==> src/rtl/irq_agg_pkg.sv <==
package irq_agg_pkg;

  typedef struct packed {
    logic drive;
    logic enable;
  } pad_t;

  // Edge qualification for one GPIO source
  function automatic logic edge_hit(input logic prev, input logic cur, input logic rise);
    if (rise) return (~prev) & cur;
    return prev & (~cur);
  endfunction

  // Pad encoding from active state and output mode
  function automatic pad_t pad_encode(input logic active, input logic pol_high,
                                      input logic od);
    pad_t p;
    if (od) begin
      p.drive  = 1'b0;
      p.enable = active;
    end else begin
      p.drive  = pol_high ? active : ~active;
      p.enable = 1'b1;
    end
    return p;
  endfunction

endpackage

==> src/rtl/irq_gpio_edge.sv <==
module irq_gpio_edge #(
  parameter int NGPIO = 3
) (
  input  logic             clk,
  input  logic             rst_n,
  input  logic [NGPIO-1:0] gpio_i,
  input  logic [NGPIO-1:0] rise_sel_i,
  output logic [NGPIO-1:0] hit_o
);
  import irq_agg_pkg::*;

  logic [NGPIO-1:0] prev_q;
  logic             primed_q;

  always_ff @(posedge clk or negedge rst_n) begin
    if (!rst_n) begin
      prev_q   <= '0;
      primed_q <= 1'b0;
    end else begin
      prev_q   <= gpio_i;
      primed_q <= 1'b1;
    end
  end

  for (genvar g = 0; g < NGPIO; g++) begin : g_bit
    assign hit_o[g] = primed_q & edge_hit(prev_q[g], gpio_i[g], rise_sel_i[g]);
  end

endmodule

==> src/rtl/irq_status_bank.sv <==
module irq_status_bank #(
  parameter int NSRC = 9
) (
  input  logic            clk,
  input  logic            rst_n,
  input  logic [NSRC-1:0] set_i,
  input  logic            clr_wr_i,
  input  logic [NSRC-1:0] clr_mask_i,
  input  logic [NSRC-1:0] en_mask_i,
  input  logic            master_en_i,
  output logic [NSRC-1:0] status_o,
  output logic            pending_o
);
  logic [NSRC-1:0] status_q;
  logic [NSRC-1:0] clr_eff;

  assign clr_eff = clr_wr_i ? clr_mask_i : '0;

  always_ff @(posedge clk or negedge rst_n) begin
    if (!rst_n) status_q <= '0;
    else        status_q <= (status_q & ~clr_eff) | set_i;
  end

  assign status_o  = status_q;
  assign pending_o = master_en_i & (|(status_q & en_mask_i));

  AST_STATUS_STICKY: assert property (@(posedge clk) disable iff (!rst_n)
    1'b1 |=> ((~status_q & $past(status_q) & ~$past(clr_eff)) == '0));
  AST_EVENT_CAPTURED: assert property (@(posedge clk) disable iff (!rst_n)
    (|set_i) |=> ((status_q & $past(set_i)) == $past(set_i)));
  AST_W1C_CLEARS: assert property (@(posedge clk) disable iff (!rst_n)
    clr_wr_i |=> ((status_q & $past(clr_mask_i & ~set_i)) == '0));

endmodule

==> src/rtl/irq_holdoff_gate.sv <==
module irq_holdoff_gate #(
  parameter int HOLD_W = 8
) (
  input  logic              clk,
  input  logic              rst_n,
  input  logic              pending_i,
  input  logic              tick_i,
  input  logic [HOLD_W-1:0] holdoff_i,
  output logic              active_o
);
  logic              act_q;
  logic [HOLD_W-1:0] cnt_q;

  always_ff @(posedge clk or negedge rst_n) begin
    if (!rst_n) begin
      act_q <= 1'b0;
      cnt_q <= '0;
    end else if (act_q) begin
      if (!pending_i) begin
        act_q <= 1'b0;
        cnt_q <= holdoff_i;
      end
    end else if (cnt_q != '0) begin
      if (tick_i) cnt_q <= cnt_q - 1'b1;
    end else if (pending_i) begin
      act_q <= 1'b1;
    end
  end

  assign active_o = act_q;

  AST_RISE_NEEDS_PENDING: assert property (@(posedge clk) disable iff (!rst_n)
    $rose(act_q) |-> $past(pending_i));
  AST_FALL_LOADS_INTERVAL: assert property (@(posedge clk) disable iff (!rst_n)
    $fell(act_q) |-> (cnt_q == $past(holdoff_i)));
  AST_HOLDOFF_BLOCKS: assert property (@(posedge clk) disable iff (!rst_n)
    (!act_q && cnt_q != '0) |=> !act_q);
  AST_COUNT_ONLY_ON_TICK: assert property (@(posedge clk) disable iff (!rst_n)
    (!act_q && cnt_q != '0 && !tick_i) |=> $stable(cnt_q));

endmodule

==> src/rtl/irq_aggregator.sv <==
module irq_aggregator #(
  parameter int NFIFO  = 4,
  parameter int NGPIO  = 3,
  parameter int HOLD_W = 8
) (
  input  logic                   clk,
  input  logic                   rst_n,
  input  logic [NFIFO-1:0]       fifo_evt_i,
  input  logic [NGPIO-1:0]       gpio_i,
  input  logic [NGPIO-1:0]       gpio_rise_i,
  input  logic                   timer_evt_i,
  input  logic                   wake_evt_i,
  input  logic [NFIFO+NGPIO+1:0] en_mask_i,
  input  logic                   master_en_i,
  input  logic                   clr_wr_i,
  input  logic [NFIFO+NGPIO+1:0] clr_mask_i,
  input  logic                   pol_high_i,
  input  logic                   open_drain_i,
  input  logic [HOLD_W-1:0]      holdoff_i,
  input  logic                   tick_i,
  output logic [NFIFO+NGPIO+1:0] status_o,
  output logic                   irq_do_o,
  output logic                   irq_oe_o
);
  import irq_agg_pkg::*;

  localparam int NSRC = NFIFO + NGPIO + 2;

  logic [NGPIO-1:0] gpio_hit;
  logic [NSRC-1:0]  src_set;
  logic             pending;
  logic             irq_active;
  pad_t             pad;

  irq_gpio_edge #(.NGPIO(NGPIO)) u_edge (
    .clk        (clk),
    .rst_n      (rst_n),
    .gpio_i     (gpio_i),
    .rise_sel_i (gpio_rise_i),
    .hit_o      (gpio_hit)
  );

  assign src_set = {wake_evt_i, timer_evt_i, gpio_hit, fifo_evt_i};

  irq_status_bank #(.NSRC(NSRC)) u_status (
    .clk         (clk),
    .rst_n       (rst_n),
    .set_i       (src_set),
    .clr_wr_i    (clr_wr_i),
    .clr_mask_i  (clr_mask_i),
    .en_mask_i   (en_mask_i),
    .master_en_i (master_en_i),
    .status_o    (status_o),
    .pending_o   (pending)
  );

  irq_holdoff_gate #(.HOLD_W(HOLD_W)) u_gate (
    .clk       (clk),
    .rst_n     (rst_n),
    .pending_i (pending),
    .tick_i    (tick_i),
    .holdoff_i (holdoff_i),
    .active_o  (irq_active)
  );

  assign pad      = pad_encode(irq_active, pol_high_i, open_drain_i);
  assign irq_do_o = pad.drive;
  assign irq_oe_o = pad.enable;

  AST_MASTER_GATES: assert property (@(posedge clk) disable iff (!rst_n)
    !master_en_i |=> !irq_active);
  AST_PP_ALWAYS_DRIVEN: assert property (@(posedge clk) disable iff (!rst_n)
    !open_drain_i |-> irq_oe_o);
  AST_OD_NEVER_HIGH: assert property (@(posedge clk) disable iff (!rst_n)
    open_drain_i |-> !irq_do_o);
  AST_OD_RELEASED: assert property (@(posedge clk) disable iff (!rst_n)
    (open_drain_i && !irq_active) |-> !irq_oe_o);

endmodule

==> config.mk <==
export PLATFORM = sky130hd
export DESIGN_NAME = irq_aggregator
export DESIGN_NICKNAME = d
export VERILOG_FILES = /design/src/rtl/irq_agg_pkg.sv /design/src/rtl/irq_gpio_edge.sv /design/src/rtl/irq_status_bank.sv /design/src/rtl/irq_holdoff_gate.sv /design/src/rtl/irq_aggregator.sv
export SDC_FILE = /design/constraint.sdc
export NUM_CORES = 1
export LEC_CHECK = 0
export BUFFER_PORTS_ARGS = -buffer_cell sky130_fd_sc_hd__buf_2
export CAP_MARGIN = 20
export CORE_MARGIN = 3
export CORE_UTILIZATION = 40
export CTS_CLUSTER_DIAMETER = 80
export DETAILED_ROUTE_END_ITERATION = 8
export GPL_ROUTABILITY_DRIVEN = 0
export PLACE_DENSITY = 0.7
export SLEW_MARGIN = 20
export SYNTH_ARGS = -nofsm -noshare
export SYNTH_HDL_FRONTEND = slang
export SYNTH_SLANG_ARGS = --single-unit
==> constraint.sdc <==
create_clock -name clk -period 2.4 [get_ports clk]
set_input_delay 0 -clock clk [delete_from_list [all_inputs] [get_ports clk]]
set_output_delay 0 -clock clk [all_outputs]
set_load 0.05 [all_outputs]
* After elaboration in Yosys (flattened, before gate mapping) *
Index checks and enable logic that the tools add are counted.

cells by class
  add/subtract/negate cells = 1
  equal/unequal tests = 1
  multiplexer cells = 19
  bitwise gates (word level) = 21
  reductions and logical operators = 5

operators with widths
  operator                                           number
  2-to-1 mux 8 bit                                   4
  bitwise AND 9 bit                                  2
  2-to-1 mux 1 bit                                   13
  bitwise AND 1 bit                                  10
  2-to-1 mux 9 bit                                   1
  NOT 9 bit                                          1
  OR 9 bit                                           1
  OR reduction 9 bit                                 1
  nonzero test 8 bit                                 1
  subtractor 8 x 1 -> 8 bit (second input constant)  1
  NOT 1 bit                                          7
  nonzero test 2 bit                                 2
  AND reduction 3 bit                                1
  2-to-1 mux 2 bit                                   1
  inequality test 2 bit (second input constant)      1

word-level totals
  register bits after elaboration = 22
  bits of input ports = 45
  output and inout port bits = 11
  word-level logic and storage cells = 52

* Longest topological paths before layout *
  word-level depth = 6
  depth in mapped cells = 7
  mapped depth without buffers = 6

* Cells and area by module *
From an unflattened synthesis, not the netlist that was laid out.

second synthesis, totals
  cells, all modules = 114
  area total of the unflattened synthesis = 1181.1 um^2

modules (own cells, without submodules)
  module            times used  cells each  area each (um^2)  sequential area each (um^2)
  irq_holdoff_gate  1           63          604.3             225.2
  irq_status_bank   1           34          382.9             225.2
  irq_gpio_edge     1           14          175.2             100.1
  irq_aggregator    1           3           18.8              0.0

* Least setup slack after synthesis *
OpenSTA, ideal clock, no wires.

  path kind = register to register
  start = register u_gate.cnt_q[0]
  end = register u_gate.cnt_q[5]
  setup time = 120 ps
  data arrival time = 1910 ps
  required time = 2280 ps
  setup slack = 370 ps
  cell stages (with the launch flop) = 8
  buffers on the path = 1
  period minus slack after synthesis = 2030 ps
  path through = dfrtp_1 inv_1 ha_1 or3b_2 clkbuf_1 o21a_1 a2111o_1 o211a_1

between the ends
  longest elaborated chain between the ends = 4
  elaborated cells on any way between the ends = 7
  those cells by class = 1 x add/sub; 3 x mux; 3 x reduce/logical

RTL lines
  item                       RTL line                text
  start: declaration         irq_holdoff_gate.sv:12  logic [HOLD_W-1:0] cnt_q;
  start signal: assignment   irq_holdoff_gate.sv:21  cnt_q <= holdoff_i;
  start signal: assignment   irq_holdoff_gate.sv:24  if (tick_i) cnt_q <= cnt_q - 1'b1;
  subtractor 8 x 1 -> 8 bit  irq_holdoff_gate.sv:24
  2-to-1 mux 8 bit           irq_holdoff_gate.sv:24
  2-to-1 mux 8 bit           irq_holdoff_gate.sv:23  end else if (cnt_q != '0) begin
  2-to-1 mux 8 bit           irq_holdoff_gate.sv:18  end else if (act_q) begin

Parallel ways exist; a longest one is shown, timed or not. The select of a mux whose other input is x is not followed.
A chain may end at the register's enable or synchronous reset.

* Final worst setup path *
  start = register u_gate.cnt_q[0]
  end = register u_gate.cnt_q[3]

Same word-level chain as after synthesis.

==> flow_metrics.env <==
export IMPL_crit_fanout=8
export IMPL_ioPinCount=56
export IMPL_grt_pass1_wl_um=5278
export IMPL_placed_cells=209
export IMPL_cts_sinks=22
export IMPL_path_buf_inv=1
export IMPL_slew_limit_headroom_pct=54.73
export IMPL_die_h_um=61.37
export IMPL_initial_utilization_pct=43.34
export IMPL_final_antenna_net_count=0
export IMPL_syn_num_nets=174
export IMPL_leakage_nw=0.8812
export IMPL_track_usage_pct=18.62
export IMPL_synth_edff_count=0
export IMPL_final_cells=240
export IMPL_timing_final_crit_share_pct=89.91
export IMPL_clk_latency_ns=0.31
export IMPL_ys_seq_area_share_pct=44.90
export IMPL_crit_path_end_kind="flop"
export IMPL_numCtsBuffers=3
export IMPL_yosysUniqueCellTypes=40
export IMPL_synth_compound_area_share_pct=26.12
export IMPL_fmax_mhz=463.4
export IMPL_timing_worst_setup_path_type="flop to flop"
export IMPL_post_cts_setup_buffers=0
export IMPL_yosys_warnings=0
export IMPL_dieArea_sq_mm=0.003766
export IMPL_timing_setup_tns_ns=0
export IMPL_wirelength_um=3143
export IMPL_netlist_area_sq_mm=0.001226
export IMPL_rsz0062_at_grt="no"
export IMPL_path_clk_slew_ns=0.12
export IMPL_clock_path_buffers=2
export IMPL_hold_viol=0
export IMPL_hold_path_class="input port to flop"
export IMPL_cp_slowest_cell="or3b_2"
export IMPL_die_x_um=61.37
export IMPL_drc=0
export IMPL_finish_utilization_pct=64.48
export IMPL_synth_mux_area_share_pct=4.184
export IMPL_tightestPinTransition_ns=0.6765
export IMPL_fin_skew_ns=0.003497
export IMPL_startpoint_type="flop"
export IMPL_wl_per_cell_um=13.10
export IMPL_synth_seq_cells=22
export IMPL_status="finished, final reports clean"
export IMPL_cts_root_buf="clkbuf_4"
export IMPL_maxCapViolCount=0
export IMPL_synth_fa_ha_area_share_pct=2.041
export IMPL_grt_max_degree=23
export IMPL_antennaDiodeCount=0
export IMPL_viasPerCell=5.183
export IMPL_io_buffers=55
export IMPL_antenna_found_initial=0
export IMPL_postLayoutCellArea_sq_mm=0.001824
export IMPL_syn_to_final_growth_pct=48.78
export IMPL_synth_top_flop_cell="dfrtp_1"
export IMPL_register_area_sq_um=550.5
export IMPL_synth_xor_area_share_pct=1.429
export IMPL_critPathMaxStageDelay_ns=0.54
export IMPL_via_count=1244
export IMPL_finalCriticalPeriod_ns=2.158
export IMPL_dpl_instance_area_sq_mm=0.001518
export IMPL_layout_drive_gt1_share_pct=29.67
export IMPL_async_reset_ff_share_pct=100.0
export IMPL_core_area_sq_mm=0.002829
export IMPL_drtIter0Drc=51
export IMPL_avgSynthCellArea_sq_um=9.655
export IMPL_cp_cell_sequence="inv_1 -> ha_1 -> or3b_2 -> o21a_1 -> a2111oi_0 -> a221oi_1"
export IMPL_worstPathRequired_ns=2.59
export IMPL_finalSetupViolCount=0
export IMPL_multiInputGateArea_sq_um=626.9
export IMPL_worst_ep_arrival_time_ns=2.35
export IMPL_p_per_area_mw_per_mm2=726.6
export IMPL_post_dp_hpwl_um=2328
export IMPL_nFillCells=233
export IMPL_synth_simple_area_share_pct=17.04
export IMPL_reg2reg_slack_ns=0.24
export IMPL_tritoncts="built"
export IMPL_synth_top_family_by_area="compound AO/OA/AOI/OAI gates"
export IMPL_dr_pass1_iters=4
export IMPL_vdd_drop_max_v=0.0004238
export IMPL_final_nets=257
export IMPL_slew_violations=0
export IMPL_grt_pass1_vias=1266
export IMPL_overflow=0
export IMPL_htree_levels=1
export IMPL_rows=19
export IMPL_cp_top_family="compound AO/OA/AOI/OAI gates"
export IMPL_netlist_instances=127
==> path summary, 6_finish.rpt <==
check / startpoint / end / cells past startpoint
max in group asynchronous: rst_n / u_gate.cnt_q[4] / 2
worst min register to register: u_status.status_o[6] / u_status.status_o[6] / 1
min in group asynchronous: rst_n / u_gate.cnt_q[7] / 2
worst max-delay path: u_gate.cnt_q[0] / u_gate.cnt_q[3] / 6
worst min-delay path: master_en_i / u_gate.active_o / 3
worst max register to register: u_gate.cnt_q[0] / u_gate.cnt_q[3] / 6
==> cell families (layout without fill, tap and decap cells) <==
logic type                 Yosys count  in the layout
and+or+nand+nor                     44             44
xor gates and xnor gates             2              2
DFF                                 22             22
muxes                                5              5
adders and majority gates            2              2
buffers and inverters               11             93
other                                1              1
AOI/OAI and AO/OA                   40             40
==> cell usage in the layout (no fill, tap or decap), types with 2 or more instances in the layout <==
cell type	Yosys	layout
a21o_1	6	6
a22o_1	4	4
a22oi_1	4	4
buf_2	0	55
clkbuf_4	0	3
dfrtp_1	22	22
dlygate4sd3_1	0	27
ha_1	2	2
inv_1	7	7
mux2i_1	4	4
nand2_1	19	19
nor2_1	12	12
nor2b_1	2	2
nor4_1	2	2
o2111ai_1	3	3
o211ai_1	3	3
o21a_1	2	2
o21ai_0	3	3
o21ai_1	3	3
o221a_1	3	3
o221ai_1	2	2
==> where the power goes <==
group	leakage (nW)	internal (mW)	total (mW)	switching (mW)
registers	0.258	0.448	0.549	0.101
logic	0.602	0.273	0.567	0.294
clock network	0.0210	0.0927	0.209	0.116
total	0.881	0.814	1.33	0.512
==> worst register-to-register path: stages, from the launching register on <==
cell and delay, ns:
dfrtp_1 0.45, inv_1 0.10, ha_1 0.17, or3b_2 0.54
o21a_1 0.25, a2111oi_0 0.44, a221oi_1 0.09
==> repair_timing <==
item                                    4_1_cts  5_1_grt
resized for setup                             0        0
endpoints found under the setup margin        0        0
hold endpoints to repair                     42        0
hold buffers                                 27        0
==> per-stage QoR <==
| stage | hold slack (ns) | setup slack [ns] | total power [mW] |
|---|---|---|---|
| after CTS | 0.03104 | 0.2480 | 1.336 |
| after global routing | 0.06119 | 0.1359 | 1.430 |
| after floorplan | -0.2956 | 0.3696 | 0.9719 |
| after detailed placement | -0.002641 | 0.2807 | 1.089 |
| after global placement | -0.004072 | 0.3544 | 1.068 |
| final | 0.03536 | 0.2422 | 1.326 |
==> per-layer routing <==
metal | track usage (%) | up-vias | share of wire [%]
li1 | - | 635 | -
met1 | 21.44 | 571 | 42
met2 | 33.69 | 33 | 52
met3 | 3.564 | 5 | 5.0
met4 | 7.576 | 0 | 1.3
met5 | 0 | - | 0
==> cell type report <==
type,count,area share (%)
Multi-Input combinational cell,94,34.36
Sequential cell,22,30.18
Timing Repair Buffer,82,29.90
Tap cell,31,2.126
Clock buffer,4,1.989
Inverter,7,1.440
==> state kept, by name, summed over array words and instances (netlist names) <==
signal,count
u_edge.prev_q,3
u_edge.primed_q,1
u_gate.active_o,1
u_gate.cnt_q,8
u_status.status_o,9
==> cell usage after synthesis (all sizes together) (2+ instances only) <==
library cell,count,share of area [%]
dfrtp,22,45
nand2,19,5.8
nor2,12,3.7
inv,7,2.1
a21o,6,3.7
o21ai,6,2.4
a22o,4,2.9
a22oi,4,2.4
mux2i,4,3.3
clkbuf,3,0.92
o2111ai,3,2.1
o211ai,3,1.8
o221a,3,2.8
ha,2,2.0
nor2b,2,1.0
nor4,2,1.0
o21a,2,1.2
o221ai,2,1.4
Power figures use the tool's default switching activity.
